[src/rtl/cb_chsel_pkg.sv]
package cb_chsel_pkg;

  typedef enum logic [1:0] {
    MODE_NORM = 2'd0,
    MODE_EMER = 2'd1,
    MODE_PA   = 2'd2,
    MODE_HOLD = 2'd3
  } chsel_mode_e;

  typedef enum logic [1:0] {
    DIR_IDLE = 2'd0,
    DIR_UP   = 2'd1,
    DIR_DN   = 2'd2
  } key_dir_e;

  localparam logic [3:0] GLYPH_P     = 4'hA;
  localparam logic [3:0] GLYPH_A     = 4'hB;
  localparam logic [3:0] GLYPH_BLANK = 4'hF;

endpackage

[src/rtl/cb_chsel_dly.sv]
// Millisecond down-counter: busy for DUR ticks after load.
module cb_chsel_dly #(
  parameter int DUR        = 50,
  parameter bit START_BUSY = 1'b1
) (
  input  logic clk,
  input  logic rst_n,
  input  logic tick,
  input  logic load,
  input  logic clear,
  output logic busy
);
  localparam int CW = $clog2(DUR + 1);

  logic [CW-1:0] cnt_q, cnt_d;

  always_comb begin
    cnt_d = cnt_q;
    if (clear) begin
      cnt_d = '0;
    end else if (load) begin
      cnt_d = CW'(DUR);
    end else if (tick && (cnt_q != '0)) begin
      cnt_d = cnt_q - CW'(1);
    end
  end

  always_ff @(posedge clk or negedge rst_n) begin
    if (!rst_n) begin
      cnt_q <= START_BUSY ? CW'(DUR) : '0;
    end else begin
      cnt_q <= cnt_d;
    end
  end

  assign busy = (cnt_q != '0);

endmodule

[src/rtl/cb_chsel_rpt.sv]
// Key press edge and auto-repeat generator.
module cb_chsel_rpt
  import cb_chsel_pkg::*;
#(
  parameter int DELAY  = 500,
  parameter int PERIOD = 100
) (
  input  logic     clk,
  input  logic     rst_n,
  input  logic     tick,
  input  key_dir_e dir,
  output logic     step
);
  localparam int CW = $clog2(DELAY + 1);

  key_dir_e      dir_q;
  logic [CW-1:0] cnt_q, cnt_d;

  always_comb begin
    step  = 1'b0;
    cnt_d = cnt_q;
    if (dir != DIR_IDLE) begin
      if (dir != dir_q) begin
        step  = 1'b1;
        cnt_d = '0;
      end else if (tick) begin
        if (cnt_q == CW'(DELAY - 1)) begin
          step  = 1'b1;
          cnt_d = CW'(DELAY - PERIOD);
        end else begin
          cnt_d = cnt_q + CW'(1);
        end
      end
    end
  end

  always_ff @(posedge clk or negedge rst_n) begin
    if (!rst_n) begin
      dir_q <= DIR_IDLE;
      cnt_q <= '0;
    end else begin
      dir_q <= dir;
      cnt_q <= cnt_d;
    end
  end

endmodule

[src/rtl/cb_chsel_wrap.sv]
// Channel increment / decrement with wrap at both band ends.
module cb_chsel_wrap #(
  parameter int NUM_CH = 40,
  parameter int CH_W   = 6
) (
  input  logic [CH_W-1:0] cur,
  input  logic            up,
  output logic [CH_W-1:0] nxt
);
  always_comb begin
    if (up) begin
      nxt = (cur == CH_W'(NUM_CH)) ? CH_W'(1) : cur + CH_W'(1);
    end else begin
      nxt = (cur == CH_W'(1)) ? CH_W'(NUM_CH) : cur - CH_W'(1);
    end
  end
endmodule

[src/rtl/cb_chsel_disp.sv]
// Two-glyph display encoder.
module cb_chsel_disp
  import cb_chsel_pkg::*;
#(
  parameter int CH_W = 6
) (
  input  chsel_mode_e     mode,
  input  logic [CH_W-1:0] chan,
  input  logic            show,
  output logic [7:0]      code
);
  logic [3:0] tens_v, ones_v;

  assign tens_v = 4'(int'(chan) / 10);
  assign ones_v = 4'(int'(chan) % 10);

  always_comb begin
    unique case (mode)
      MODE_HOLD: code = {GLYPH_BLANK, GLYPH_BLANK};
      MODE_PA:   code = {GLYPH_P, GLYPH_A};
      default: begin
        if (!show) begin
          code = {GLYPH_BLANK, GLYPH_BLANK};
        end else begin
          code = {(tens_v == 4'd0) ? GLYPH_BLANK : tens_v, ones_v};
        end
      end
    endcase
  end
endmodule

[src/rtl/cb_chsel_ctrl.sv]
module cb_chsel_ctrl
  import cb_chsel_pkg::*;
#(
  parameter int NUM_CH        = 40,
  parameter int EMER_HI_CH    = 9,
  parameter int EMER_LO_CH    = 19,
  parameter int RPT_DELAY_MS  = 500,
  parameter int RPT_PERIOD_MS = 100,
  parameter int UL_MS         = 25,
  parameter int BEEP_MS       = 50,
  parameter int BLINK_HALF_MS = 250,
  localparam int CH_W         = $clog2(NUM_CH + 1)
) (
  input  logic            clk,
  input  logic            rst_n,
  input  logic            tick_1ms,
  input  logic            key_up,
  input  logic            key_dn,
  input  logic            sw_emer_hi,
  input  logic            sw_emer_lo,
  input  logic            sw_pa,
  input  logic            tx_on,
  input  logic            hold_on,
  input  logic            recall_vld,
  input  logic [CH_W-1:0] recall_ch,
  output logic [CH_W-1:0] chan,
  output logic            tx_flag,
  output logic [7:0]      disp_code,
  output logic            beep,
  output logic            unlock_req
);
  localparam int BL_W = $clog2(2 * BLINK_HALF_MS);

  chsel_mode_e     mode_q, mode_d;
  logic [CH_W-1:0] cur_q, cur_d;
  logic [CH_W-1:0] emer_q, emer_d;
  logic            tx_q, tx_d;
  logic [BL_W-1:0] blink_q, blink_d;

  key_dir_e        dir_in, eff_dir;
  logic            emer_any, key_allow, recall_ok;
  logic [CH_W-1:0] emer_sel, step_ch;
  logic            step;
  logic            beep_ld, ul_ld, quiet, blink_clr;
  logic            ul_busy, show;

  // ---------------- input decode ----------------
  always_comb begin
    if (key_up && !key_dn)      dir_in = DIR_UP;
    else if (key_dn && !key_up) dir_in = DIR_DN;
    else                        dir_in = DIR_IDLE;
  end

  assign emer_any  = sw_emer_hi | sw_emer_lo;
  assign emer_sel  = sw_emer_hi ? CH_W'(EMER_HI_CH) : CH_W'(EMER_LO_CH);
  assign key_allow = (mode_q == MODE_NORM) && !hold_on && !sw_pa && !tx_on && !emer_any;
  assign eff_dir   = key_allow ? dir_in : DIR_IDLE;
  assign recall_ok = key_allow && (eff_dir == DIR_IDLE) && recall_vld &&
                     (recall_ch >= CH_W'(1)) && (recall_ch <= CH_W'(NUM_CH));

  // ---------------- sub-blocks ----------------
  cb_chsel_rpt #(
    .DELAY  (RPT_DELAY_MS),
    .PERIOD (RPT_PERIOD_MS)
  ) u_rpt (
    .clk   (clk),
    .rst_n (rst_n),
    .tick  (tick_1ms),
    .dir   (eff_dir),
    .step  (step)
  );

  cb_chsel_wrap #(
    .NUM_CH (NUM_CH),
    .CH_W   (CH_W)
  ) u_wrap (
    .cur (cur_q),
    .up  (eff_dir == DIR_UP),
    .nxt (step_ch)
  );

  cb_chsel_dly #(
    .DUR        (BEEP_MS),
    .START_BUSY (1'b1)
  ) u_beep (
    .clk   (clk),
    .rst_n (rst_n),
    .tick  (tick_1ms),
    .load  (beep_ld),
    .clear (quiet),
    .busy  (beep)
  );

  cb_chsel_dly #(
    .DUR        (UL_MS),
    .START_BUSY (1'b1)
  ) u_ul (
    .clk   (clk),
    .rst_n (rst_n),
    .tick  (tick_1ms),
    .load  (ul_ld),
    .clear (quiet),
    .busy  (ul_busy)
  );

  // ---------------- next-state ----------------
  always_comb begin
    mode_d    = mode_q;
    cur_d     = cur_q;
    emer_d    = emer_q;
    tx_d      = tx_on;
    beep_ld   = 1'b0;
    ul_ld     = 1'b0;
    quiet     = 1'b0;
    blink_clr = 1'b0;

    if (hold_on) begin
      mode_d = MODE_HOLD;
      tx_d   = 1'b0;
      quiet  = 1'b1;
    end else if (mode_q == MODE_HOLD) begin
      mode_d  = MODE_NORM;
      beep_ld = 1'b1;
      ul_ld   = 1'b1;
    end else if (sw_pa) begin
      mode_d = MODE_PA;
    end else if (mode_q == MODE_PA) begin
      mode_d = MODE_NORM;
      ul_ld  = 1'b1;
    end else begin
      if (tx_on != tx_q) begin
        ul_ld = 1'b1;
      end
      if (mode_q == MODE_NORM) begin
        if (!tx_on && emer_any) begin
          mode_d    = MODE_EMER;
          emer_d    = emer_sel;
          beep_ld   = 1'b1;
          ul_ld     = 1'b1;
          blink_clr = 1'b1;
        end else if (step) begin
          cur_d   = step_ch;
          beep_ld = 1'b1;
        end else if (recall_ok) begin
          cur_d   = recall_ch;
          beep_ld = 1'b1;
          ul_ld   = 1'b1;
        end
        if (eff_dir != DIR_IDLE) begin
          ul_ld = 1'b1;
        end
      end else if (!tx_on) begin
        if (!emer_any) begin
          mode_d  = MODE_NORM;
          beep_ld = 1'b1;
          ul_ld   = 1'b1;
        end else if (emer_sel != emer_q) begin
          emer_d  = emer_sel;
          beep_ld = 1'b1;
          ul_ld   = 1'b1;
        end
      end
    end
  end

  always_comb begin
    blink_d = blink_q;
    if (blink_clr) begin
      blink_d = '0;
    end else if (tick_1ms) begin
      blink_d = (blink_q == BL_W'(2 * BLINK_HALF_MS - 1)) ? '0 : blink_q + BL_W'(1);
    end
  end

  // ---------------- registers ----------------
  always_ff @(posedge clk or negedge rst_n) begin
    if (!rst_n) begin
      mode_q  <= MODE_NORM;
      cur_q   <= CH_W'(EMER_HI_CH);
      emer_q  <= CH_W'(EMER_HI_CH);
      tx_q    <= 1'b0;
      blink_q <= '0;
    end else begin
      mode_q  <= mode_d;
      cur_q   <= cur_d;
      emer_q  <= emer_d;
      tx_q    <= tx_d;
      blink_q <= blink_d;
    end
  end

  // ---------------- outputs ----------------
  assign chan       = (mode_q == MODE_EMER) ? emer_q : cur_q;
  assign tx_flag    = tx_q;
  assign unlock_req = ul_busy || (mode_q == MODE_PA) || (mode_q == MODE_HOLD);
  assign show       = (mode_q != MODE_EMER) || (blink_q < BL_W'(BLINK_HALF_MS));

  cb_chsel_disp #(
    .CH_W (CH_W)
  ) u_disp (
    .mode (mode_q),
    .chan (chan),
    .show (show),
    .code (disp_code)
  );

endmodule

[config.mk]
export PLATFORM = sky130hd
export DESIGN_NAME = cb_chsel_ctrl
export DESIGN_NICKNAME = d
export VERILOG_FILES = /design/src/rtl/cb_chsel_pkg.sv /design/src/rtl/cb_chsel_dly.sv /design/src/rtl/cb_chsel_rpt.sv /design/src/rtl/cb_chsel_wrap.sv /design/src/rtl/cb_chsel_disp.sv /design/src/rtl/cb_chsel_ctrl.sv
export SDC_FILE = /design/constraint.sdc
export NUM_CORES = 1
export LEC_CHECK = 0
export ABC_AREA = 1
export ABC_CLOCK_PERIOD_IN_PS = 5900
export BUFFER_PORTS_ARGS = -buffer_cell sky130_fd_sc_hd__buf_2
export CORE_MARGIN = 3
export CORE_UTILIZATION = 40
export CTS_BUF_LIST = sky130_fd_sc_hd__clkbuf_4
export DETAILED_ROUTE_END_ITERATION = 7
export GPL_ROUTABILITY_DRIVEN = 0
export PLACE_DENSITY = 0.68
export SLEW_MARGIN = 20
export SYNTH_ARGS = -nofsm -noshare
export SYNTH_HDL_FRONTEND = slang
export SYNTH_SLANG_ARGS = --single-unit
[constraint.sdc]
create_clock -name clk -period 5.9 [get_ports clk]
set_input_delay 0.295 -clock clk [delete_from_list [all_inputs] [get_ports clk]]
set_output_delay 0.295 -clock clk [all_outputs]
set_load 0.05 [all_outputs]
==> flow_metrics.tcl <==
set metrics [dict create \
    pwr-share-clk_pct 19.3 \
    grtUsageTotal_pct 15.9 \
    fin_worst_skew_ns 0.0111 \
    syn_nets 486 \
    cts.repair_timing.setup_buffer_count 0 \
    holdCritPathClass "primary input to async pin" \
    post_synth_instance_area_um2 3260 \
    die_width_um 96.3 \
    internal_power_w 0.000583 \
    timing.critical_path.arrival_ns 3.00 \
    holdWs_ns 0.0841 \
    total_leakage_power_nw 1.77 \
    synth.distinct_cells 41 \
    drcViolationCount 0 \
    antenna_found_initial 0 \
    ys_seq_elements 42 \
    max_slew_margin_pct 36.0 \
    synth.yosys.seq_area_share_pct 32.6 \
    timing_hold_violations_final 0 \
    combinationalPowerShare_pct 40.8 \
    synth-edff-count 0 \
    yosys_most_used_dff "dfrtp_1" \
    reg2reg_from "mode_q[0]$_DFFE_PN0P_" \
    top_layer_used "met4" \
    antenna_violating_nets_post_route 0 \
    syn_area_per_cell_um2 7.11 \
    finalMaxSlewViolations 0 \
    cts_root_buf "clkbuf_4" \
    synth.cells.most_frequent "nand2_1, inv_1, nand3_1" \
    timing.critical_path.from_type "flip-flop" \
    placeableCoreArea_um2 7810 \
    die-height_um 96.3 \
    grt_start_max_net_pins 43 \
    powerDensity_nw_per_um2 279 \
    fmax_mhz 304 \
    clk_pin_slew_worst_paths_ns 0.12 \
    accumulated_negative_setup_slack_ns 0 \
    met3WireLength_um 245 \
    die_area_um2 9280 \
    wire_length_of_the_first_global_routing_pass_um 12000 \
    worst-slew-pin-transition_ns 0.960 \
    place.port_buffers 33 \
    grt-ovfl-total 0 \
    drt_iter0_markers 130 \
    met2_length_um 3540 \
    detailed_place_hpwl_um 5600 \
    synth.most_common_cell "nand2_1" \
    ys.warnings.count 0 \
    layout-area-overhead-vs-synth_pct 10.5 \
    fin_crit_ns 3.29 \
    synth_area_leader_cell "dfrtp_1" \
    total_switching_power_w 0.000421 \
    grt_pass1_vias 2756 \
    critPathLaunch "mode_q[1]$_DFFE_PN0P_" \
    crit_path_max_fanout 9 \
    ctsLongestPathBuffers 2 \
    final_layout_size_suffix_gt1_share_pct 19.4 \
    std_cell_rows 32 \
    drv_cap 0 \
    setup_viol 0 \
    clkSinkCount 42 \
    cts_resized 0 \
    tritoncts.num_buffers 5 \
    power.switching_fraction_pct 42.0 \
    antenna-diode-count 0 \
    boundaryPins 34 \
    critPathCaptureType "output port" \
    post_cts_hold_buffer_count 0 \
    cp.required_ns 5.61 \
    route.final.wire_length_um 7170 \
    fin_nets 520 \
    num_vias 3044 \
    status "complete, no violations" \
    peakVddDrop_v 0.000164 \
    worst_setup_path_class "flip-flop to output port" \
    fin_crit_sh_pct 55.8 \
    htreeDepth 2 \
    tritoncts "yes" \
    sequentialPowerShare_pct 39.9 \
    yosys.area.top_type_share_pct 25.3 \
    start_util_pct 41.8 \
    viasPerCell 5.11 \
    clock_latency_ns 0.35 \
    synthesis.instances 459 \
    routedLengthMet1_um 3290 \
    rsz0062_at_grt "false" \
    asyncSetResetFlopFracSynth_pct 100 \
    detail_route.first_pass.iterations 4 \
    yosys-top-cells-area "dfrtp_1, nand2_1, nand3_1" \
    wl_per_cell_um 12.0 \
]
## final timing paths
| path | endpoint | slack, ns | cells past startpoint |
|---|---|---|---|
| min in group clk | tx_flag$_DFF_PN0_ | 0.14 | 2 |
| max in group asynchronous | blink_q[8]$_DFFE_PN0P_ | 5.22 | 1 |
| min reg2reg | u_beep.cnt_q[1]$_DFFE_PN1P_ | 0.51 | 2 |
| max reg2reg | u_beep.cnt_q[4]$_DFFE_PN1P_ | 3.47 | 13 |
| min | emer_q[1]$_DFFE_PN0P_ | 0.08 | 1 |
| max | disp_code[6] | 2.61 | 17 |
## cell usage in the layout, fill, tap and decap left out, types with 2 or more instances in the layout
cell type	netlist	layout
xor2_1	16	16
nor2_2	2	2
xnor2_1	4	4
inv_2	7	7
clkbuf_4	0	7
nor2_1	44	44
a21oi_1	20	20
dfrtp_1	33	33
nand2_1	102	102
inv_4	2	2
nor2_4	5	5
or2_2	2	2
nand3_4	2	2
nand3_1	51	51
o21ai_2	2	2
nand2_4	4	4
o21ai_0	21	21
nor3_1	11	11
nand3_2	5	5
nand2_2	11	11
ha_1	10	10
o211ai_1	2	2
a31oi_1	4	4
o21bai_1	2	2
nand4_1	12	12
o22ai_1	5	5
dfstp_2	9	9
buf_2	3	33
inv_1	55	55
## cell families (layout without fill, tap and decap cells)
logic type,count (synthesis),in the layout,synth area share (%)
compound gates,64,64,11.8
xor+xnor,20,20,5.37
fa+ha+maj,10,10,3.83
buf+inv,71,106,8.67
flops,42,42,32.6
simple gates,252,252,37.8
## flip-flops by register name, indices dropped and copies added, names as in the netlist
register / count
u_beep.cnt_q: 6
cur_q: 6
emer_q: 2
blink_q: 9
u_rpt.dir_q: 2
u_ul.cnt_q: 5
mode_q: 2
u_rpt.cnt_q: 9
tx_flag: 1
## critical path, stage by stage (launching register included)
cell and delay [ns]:
dfrtp_1 0.51, inv_4 0.17, nand2_8 0.09, o21ai_2 0.24, nand2_1 0.08, ha_1 0.27, inv_1 0.07, a21oi_1 0.09
nor2_2 0.16, nand2_1 0.09, nand2_1 0.08, nand2_2 0.07, nor2_4 0.11, nand3_4 0.09, inv_2 0.09, nand2_1 0.07
a21oi_2 0.11, buf_2 0.26
## power by group through the flow
stage | registers, W | logic, W | clock network (W)
finish | 0.000401 | 0.000410 | 0.000193
global route | 0.000409 | 0.000460 | 0.000211
CTS | 0.000401 | 0.000413 | 0.000201
detailed placement | 0.000406 | 0.000411 | 0
global placement | 0.000404 | 0.000403 | 0
floorplan | 0.000391 | 0.000338 | 0
## routing by layer
layer | vias to the layer above | global-route usage [%]
met1 | 1419 | 19.7
met3 | 8 | 2.74
met2 | 40 | 28.7
met4 | 0 | 3.86
li1 | 1577 | -
met5 | - | 0
## area by class of cell
class / instances / area, µm²
Clock buffer: 7 / 52.6
Clock inverter: 1 / 30.0
Fill cell: 816 / 4200
Inverter: 65 / 249
Multi-Input combinational cell: 346 / 1920
Sequential cell: 42 / 1060
Tap cell: 102 / 128
Timing Repair Buffer: 33 / 165
## through the flow
| stage | area (µm²) | setup slack, ns | std cells | total power (W) | utilization (%) |
|---|---|---|---|---|---|
| final | 3600 | 2.61 | 596 | 0.00100 | 46.2 |
| after global routing | 3600 | 2.32 | 596 | 0.00108 | 46.2 |
| after CTS | 3600 | 2.59 | 596 | 0.00102 | 46.2 |
| after detailed placement | 3520 | 3.00 | 588 | 0.000817 | 45.1 |
| after global placement | 3520 | 3.10 | 588 | 0.000807 | 45.1 |
| after floorplan | 3260 | 2.60 | 459 | 0.000729 | - |
(Power assumes the default switching activity.)
